### src/rtl/fan_ss_pkg.sv
package fan_ss_pkg;
  typedef enum logic {
    MODE_RUN  = 1'b0,
    MODE_STBY = 1'b1
  } ss_mode_e;
endpackage

### src/rtl/fan_ss_target.sv
module fan_ss_target #(
  parameter int DUTY_W = 8
) (
  input  logic [DUTY_W-1:0] speed_i,
  input  logic [DUTY_W-1:0] floor_i,
  output logic [DUTY_W-1:0] target_o
);
  always_comb target_o = (speed_i > floor_i) ? speed_i : floor_i;
endmodule

### src/rtl/fan_ss_ontime.sv
module fan_ss_ontime
  import fan_ss_pkg::*;
#(
  parameter int DUTY_W      = 8,
  parameter int ACC_W       = 8,
  parameter int LOW_DUTY    = 3,
  parameter int UP_STEP     = 4,
  parameter int DN_SHIFT    = 5,
  parameter int STBY_THRESH = 200
) (
  input  logic              clk_i,
  input  logic              rst_ni,
  input  logic              tick_i,
  input  logic [DUTY_W-1:0] target_i,
  output logic              standby_o,
  output logic              enter_o,
  output logic              lock_clr_o
);
  localparam int SUM_W = ACC_W + 1;
  localparam logic [SUM_W-1:0] ACC_MAX = SUM_W'((1 << ACC_W) - 1);

  ss_mode_e         mode_q, mode_d;
  logic [ACC_W-1:0] acc_q, acc_d, acc_step;
  logic [SUM_W-1:0] up_sum, dn_amt;
  logic             low_w, exit_w, lock_clr_q;

  always_comb begin
    low_w  = target_i < DUTY_W'(LOW_DUTY);
    up_sum = {1'b0, acc_q} + SUM_W'(UP_STEP);
    dn_amt = SUM_W'(target_i >> DN_SHIFT) + SUM_W'(1);
    if (low_w)
      acc_step = (up_sum > ACC_MAX) ? ACC_MAX[ACC_W-1:0] : up_sum[ACC_W-1:0];
    else
      acc_step = (dn_amt > {1'b0, acc_q}) ? '0 : acc_q - dn_amt[ACC_W-1:0];
  end

  always_comb begin
    enter_o = (mode_q == MODE_RUN) && tick_i && low_w &&
              (acc_step >= ACC_W'(STBY_THRESH));
    exit_w  = (mode_q == MODE_STBY) && !low_w;
    mode_d  = mode_q;
    if (enter_o)     mode_d = MODE_STBY;
    else if (exit_w) mode_d = MODE_RUN;
    if (exit_w)      acc_d = '0;
    else if (tick_i) acc_d = acc_step;
    else             acc_d = acc_q;
  end

  always_ff @(posedge clk_i or negedge rst_ni) begin
    if (!rst_ni) begin
      mode_q     <= MODE_RUN;
      acc_q      <= '0;
      lock_clr_q <= 1'b0;
    end else begin
      mode_q     <= mode_d;
      acc_q      <= acc_d;
      lock_clr_q <= enter_o;
    end
  end

  assign standby_o  = (mode_q == MODE_STBY);
  assign lock_clr_o = lock_clr_q;

  AST_STBY_AFTER_LOW_TICK: assert property (@(posedge clk_i) disable iff (!rst_ni)
    $rose(standby_o) |-> $past(tick_i) && ($past(target_i) < DUTY_W'(LOW_DUTY)));
  AST_CLR_ONLY_ON_ENTRY: assert property (@(posedge clk_i) disable iff (!rst_ni)
    lock_clr_o |-> standby_o && !$past(standby_o));
  AST_EXIT_ZERO_ACC: assert property (@(posedge clk_i) disable iff (!rst_ni)
    $fell(standby_o) |-> acc_q == '0);
  AST_HOLD_NO_TICK: assert property (@(posedge clk_i) disable iff (!rst_ni)
    (!tick_i && !exit_w) |=> $stable(acc_q));
endmodule

### src/rtl/fan_ss_ramp.sv
module fan_ss_ramp #(
  parameter int DUTY_W   = 8,
  parameter int RAMP_DIV = 4
) (
  input  logic              clk_i,
  input  logic              rst_ni,
  input  logic              en_i,
  input  logic              clr_i,
  input  logic              hold_i,
  input  logic              tick_i,
  output logic [DUTY_W-1:0] ramp_o
);
  localparam logic [DUTY_W-1:0] FULL = '1;
  localparam int DIV_W = (RAMP_DIV > 1) ? $clog2(RAMP_DIV) : 1;

  logic [DUTY_W-1:0] ramp_q;
  logic              step_w, adv_w, rst_div_w;

  assign adv_w     = en_i && !clr_i && !hold_i && tick_i;
  assign rst_div_w = !en_i || clr_i;

  generate
    if (RAMP_DIV > 1) begin : g_div
      logic [DIV_W-1:0] div_q;
      assign step_w = adv_w && (div_q == DIV_W'(RAMP_DIV - 1));
      always_ff @(posedge clk_i or negedge rst_ni) begin
        if (!rst_ni)        div_q <= '0;
        else if (rst_div_w) div_q <= '0;
        else if (step_w)    div_q <= '0;
        else if (adv_w)     div_q <= div_q + DIV_W'(1);
      end
    end else begin : g_nodiv
      assign step_w = adv_w;
    end
  endgenerate

  always_ff @(posedge clk_i or negedge rst_ni) begin
    if (!rst_ni)                      ramp_q <= '0;
    else if (!en_i)                   ramp_q <= FULL;
    else if (clr_i)                   ramp_q <= '0;
    else if (step_w && ramp_q != FULL) ramp_q <= ramp_q + DUTY_W'(1);
  end

  assign ramp_o = en_i ? ramp_q : FULL;

  AST_RAMP_ONE_STEP: assert property (@(posedge clk_i) disable iff (!rst_ni)
    (en_i && !clr_i && $past(en_i)) |-> ({1'b0, ramp_q} <= {1'b0, $past(ramp_q)} + 1'b1));
  AST_RAMP_CLEARED: assert property (@(posedge clk_i) disable iff (!rst_ni)
    (en_i && clr_i) |=> ramp_q == '0);
  AST_RAMP_FROZEN: assert property (@(posedge clk_i) disable iff (!rst_ni)
    (en_i && !clr_i && (hold_i || !tick_i)) |=> $stable(ramp_q));
endmodule

### src/rtl/fan_softstart_seq.sv
module fan_softstart_seq #(
  parameter int DUTY_W      = 8,
  parameter int ACC_W       = 8,
  parameter int LOW_DUTY    = 3,
  parameter int UP_STEP     = 4,
  parameter int DN_SHIFT    = 5,
  parameter int STBY_THRESH = 200,
  parameter int RAMP_DIV    = 4
) (
  input  logic              clk_i,
  input  logic              rst_ni,
  input  logic              tick_i,
  input  logic [DUTY_W-1:0] speed_duty_i,
  input  logic [DUTY_W-1:0] min_duty_i,
  input  logic              restart_i,
  input  logic              ss_en_i,
  output logic [DUTY_W-1:0] duty_o,
  output logic              standby_o,
  output logic              lock_clr_o
);
  logic [DUTY_W-1:0] target_w, ramp_w;
  logic              enter_w;

  fan_ss_target #(.DUTY_W(DUTY_W)) u_target (
    .speed_i (speed_duty_i),
    .floor_i (min_duty_i),
    .target_o(target_w)
  );

  fan_ss_ontime #(
    .DUTY_W(DUTY_W), .ACC_W(ACC_W), .LOW_DUTY(LOW_DUTY),
    .UP_STEP(UP_STEP), .DN_SHIFT(DN_SHIFT), .STBY_THRESH(STBY_THRESH)
  ) u_ontime (
    .clk_i     (clk_i),
    .rst_ni    (rst_ni),
    .tick_i    (tick_i),
    .target_i  (target_w),
    .standby_o (standby_o),
    .enter_o   (enter_w),
    .lock_clr_o(lock_clr_o)
  );

  fan_ss_ramp #(.DUTY_W(DUTY_W), .RAMP_DIV(RAMP_DIV)) u_ramp (
    .clk_i (clk_i),
    .rst_ni(rst_ni),
    .en_i  (ss_en_i),
    .clr_i (restart_i || enter_w),
    .hold_i(standby_o),
    .tick_i(tick_i),
    .ramp_o(ramp_w)
  );

  always_comb begin
    if (standby_o)             duty_o = '0;
    else if (ramp_w < target_w) duty_o = ramp_w;
    else                       duty_o = target_w;
  end

  AST_DUTY_UNDER_CMD: assert property (@(posedge clk_i) disable iff (!rst_ni)
    (duty_o <= speed_duty_i) || (duty_o <= min_duty_i) || (duty_o == '0));
  AST_DUTY_UNDER_RAMP: assert property (@(posedge clk_i) disable iff (!rst_ni)
    duty_o <= ramp_w);
endmodule

### config.mk
export PLATFORM = sky130hd
export DESIGN_NAME = fan_softstart_seq
export DESIGN_NICKNAME = d
export VERILOG_FILES = /design/src/rtl/fan_ss_pkg.sv /design/src/rtl/fan_ss_target.sv /design/src/rtl/fan_ss_ontime.sv /design/src/rtl/fan_ss_ramp.sv /design/src/rtl/fan_softstart_seq.sv
export SDC_FILE = /design/constraint.sdc
export NUM_CORES = 1
export LEC_CHECK = 0
export ABC_AREA = 1
export BUFFER_PORTS_ARGS = -buffer_cell sky130_fd_sc_hd__buf_2
export CAP_MARGIN = 0
export CELL_PAD_IN_SITES_DETAIL_PLACEMENT = 0
export CELL_PAD_IN_SITES_GLOBAL_PLACEMENT = 1
export CORE_ASPECT_RATIO = 0.6
export CORE_UTILIZATION = 43
export DETAILED_ROUTE_END_ITERATION = 10
export PLACE_DENSITY = 0.91
export SKIP_LAST_GASP = 1
export SLEW_MARGIN = 20
export SYNTH_ARGS = -nofsm -noshare
export SYNTH_HDL_FRONTEND = slang
export SYNTH_SLANG_ARGS = --single-unit
### constraint.sdc
create_clock -name clk_i -period 5.8 [get_ports clk_i]
set_clock_uncertainty 0.2 [all_clocks]
set_input_delay 1.16 -clock clk_i [delete_from_list [all_inputs] [get_ports clk_i]]
set_output_delay 1.16 -clock clk_i [all_outputs]
set_load 0.02 [all_outputs]
==> out/metrics.yaml <==
run_status:
  status: "completed"
critical_path:
  cp_slowest_stage_delay_ps: 250
  cp_data_arrival_time_ps: 3870
  r2r_end: "u_ramp.ramp_q[5]"
  reg2reg_depth: 14
  cp-end-kind: "primary output"
  critPathSlowestCell: "ha_1"
  cp-start-kind: "input port"
  cp.required_ps: 4440
  rr_startpoint: "u_ontime.acc_q[2]"
  ff2ff_setup_slack_ps: 2830
  path_cells: "buf_2, inv_1, ha_1, nand2_1, nor2_1, nor2_1, nand2_4, nand2_4, nand2_2, nand2_4, ha_1, a21oi_1, nor2_1, a211oi_1, nand2_1, inv_1, o21ai_0, a21oi_1, buf_2"
  critPathKind: "input port to primary output"
  critPathMaxFanout: 11
cells_and_area:
  drive_gt1_frac: 0.184
  nets: 435
  fillerInstances: 532
  area_delta_synth_final_pct: 12.3
  final_util: 0.519
  multi_input_comb_area_sq_um: 1660
  design_area_sq_um: 2700
  antennaDiodeCount: 0
  seq_area_sq_um: 500
die:
  chipWidth_um: 98.5
  ios: 31
  die-area_sq_um: 5900
  core_sq_um: 5200
  dieHeight_um: 59.9
  initial_core_util: 0.462
  fp-row-count: 20
route:
  wl_um: 5810
  dr.pass1.iters: 6
  drt_iter0_markers: 129
  num_vias: 2294
  route.detailed.drc: 0
  antenna_left: 0
  viasPerCell: 5.09
  wire_per_inst_um: 12.9
global_routing:
  first_global_vias: 2145
  grt_usage: 0.213
  antenna_found_initial: 0
  grt_pass1_wl_um: 9860
  grt_max_degree: 21
  grt_overflow_total: 0
logic_synthesis:
  synthArstFlopShare: 1.00
  yosysSeqAreaShare: 0.208
  synth_nets: 402
  synth-edff-count: 0
  postSynthCellCount: 353
  yosys_warnings: 0
  synth_area_leaders: "dfrtp_1 21%, ha_1 14%, nand2_1 12%"
  synth_top_area_frac: 0.208
  syn_area_sq_um: 2400
  ys_seq_elements: 20
  synth.distinct_cells: 37
  synth_ff_type: "dfrtp_1"
  yosysTopAreaCell: "dfrtp_1"
  syn_avg_cell_area_sq_um: 6.81
sta:
  rsz0062_at_grt: "false"
  fin_crit_sh: 0.902
  worst_hold_slack_ps: 293
  slew_viol_final: 0
  final.setup.tns_ps: 0
  min_period_ps: 5230
  hold_viol: 0
  tightest_slew_ps: 605
  max_freq_ghz: 0.191
  slew_headroom: 0.595
  finalSetupViolations: 0
clock_tree:
  cts_buffer_depth: 2
  tritoncts_num_sinks: 20
  insertion_delay_ps: 270
  post_cts_buffers: 0
  cts_tree: "yes"
  postCtsResizedCells: 0
  cts-htree-levels: 1
  cts_buffers: 3
  clk_pin_slew_ps: 90
  root_buffer: "clkbuf_8"
  ctsHoldBuffers: 0
power_and_ir_drop:
  power_switching_w: 0.000456
  pwr-share-clk: 0.156
  p_leak_nw: 1.48
  p_seq_frac: 0.236
  internal-power_w: 0.000480
  irDropWorstVdd_v: 0.000127
  combPwrFrac: 0.608
  sw_frac_of_total: 0.487
  fin_total_pwr_w: 0.000936
  p_per_area_nw_per_um2: 347
place:
  dpl_cell_area_sq_um: 2630
  io_buffer_count: 30
  hpwl_um: 4680
  gp_congestion: 0.880
hold_path:
  hold_depth: 2
  hp-class: "flip-flop to flip-flop"
  hold_path_end: "u_ramp.g_div.div_q[1]"
  holdCritStartpoint: "u_ramp.g_div.div_q[1]"
flow_run:
  drv_cap: 0
## per-stage QoR
stage / std cells / worst slack (ps)
final: 451 / 568
after global routing: 451 / 225
after CTS: 451 / 562
after detailed placement: 447 / 570
after global placement: 447 / 541
after floorplan: 353 / 1020
## layer usage
layer  wire length (um)  GRT usage  vias to the layer above
met5                  0          0                        -
met4                 15     0.0277                        0
met1               3130      0.320                     1040
met2               2360      0.323                       42
li1                   -          -                     1210
met3                294     0.0398                        2
## flip-flops by register name, indices dropped and copies added, names as in the netlist
signal               count
u_ramp.g_div.div_q       2
u_ontime.acc_q           8
u_ramp.ramp_q            8
u_ontime.standby_o       1
u_ontime.lock_clr_o      1
## how the worst max path moves through the flow
stage / to / cells after the start / slack (ps) / start
6_report: duty_o[6] / 19 / 570 / min_duty_i[7]
4_1_cts: duty_o[6] / 19 / 560 / min_duty_i[7]
3_3_place_gp: duty_o[6] / 19 / 540 / min_duty_i[7]
5_1_grt: duty_o[5] / 19 / 230 / min_duty_i[5]
3_5_place_dp: duty_o[6] / 19 / 570 / min_duty_i[7]
2_1_floorplan: duty_o[1] / 15 / 1020 / min_duty_i[7]
## power groups by stage
stage	sequential [W]	clock [W]	combinational, W
after floorplan	0.000209	0	0.000438
after CTS	0.000221	0.000149	0.000564
final	0.000221	0.000146	0.000569
after detailed placement	0.000223	0	0.000556
after global routing	0.000226	0.000155	0.000646
after global placement	0.000224	0	0.000557
## layout make-up
| cell class | count | area share |
|---|---|---|
| multi-input cells | 268 | 0.614 |
| clock inverters | 1 | 0.0111 |
| well taps | 66 | 0.0306 |
| clock buffers | 3 | 0.0153 |
| repair buffers | 30 | 0.0556 |
| flip-flops and latches | 20 | 0.185 |
| inverters | 63 | 0.0876 |
## cell usage in the layout (no fill, tap or decap), types with 2 or more instances in the layout
master	n
nand3_1	17
xnor2_1	3
inv_2	2
a21o_1	2
or2_2	4
inv_1	59
a21oi_1	17
nand3b_1	6
clkbuf_8	3
nand2_4	6
dfrtp_1	20
nor2_4	3
a221oi_1	2
buf_2	30
o21ai_0	27
nand2_1	77
nor2_2	2
nand4_1	4
a31oi_1	2
o22ai_1	4
clkinv_1	2
xor2_1	7
nor2_1	29
nand2_2	14
nor3_1	3
ha_1	27
## worst max-delay path, delay by kind of cell
kind / cells / cell delay (ps)
AO/OA/AOI/OAI: 4 / 560
adder cells (fa/ha/maj): 2 / 490
buffers and inverters: 4 / 590
AND/OR/NAND/NOR: 9 / 1070
## logic make-up (layout without fill, tap and decap cells)
kind of cell,count (synthesis),after routing,synth area share
flip-flops,20,20,0.208
AO/OA/AOI/OAI,60,60,0.147
adder cells (fa/ha/maj),28,28,0.149
XOR/XNOR,10,10,0.0365
buffers and inverters,65,97,0.102
AND/OR/NAND/NOR,170,170,0.358
## synthesized netlist by cell type (2+ instances only)
cell,n
a21o_1,2
a21oi_1,17
a221oi_1,2
a31oi_1,2
clkbuf_1,2
clkinv_1,2
dfrtp_1,20
ha_1,27
inv_1,59
inv_2,2
nand2_1,77
nand2_2,14
nand2_4,6
nand3_1,17
nand3b_1,6
nand4_1,4
nor2_1,29
nor2_2,2
nor2_4,3
nor3_1,3
o21ai_0,27
o22ai_1,4
or2_2,4
xnor2_1,3
xor2_1,7
No activity file was read; power rests on OpenSTA's default activity.
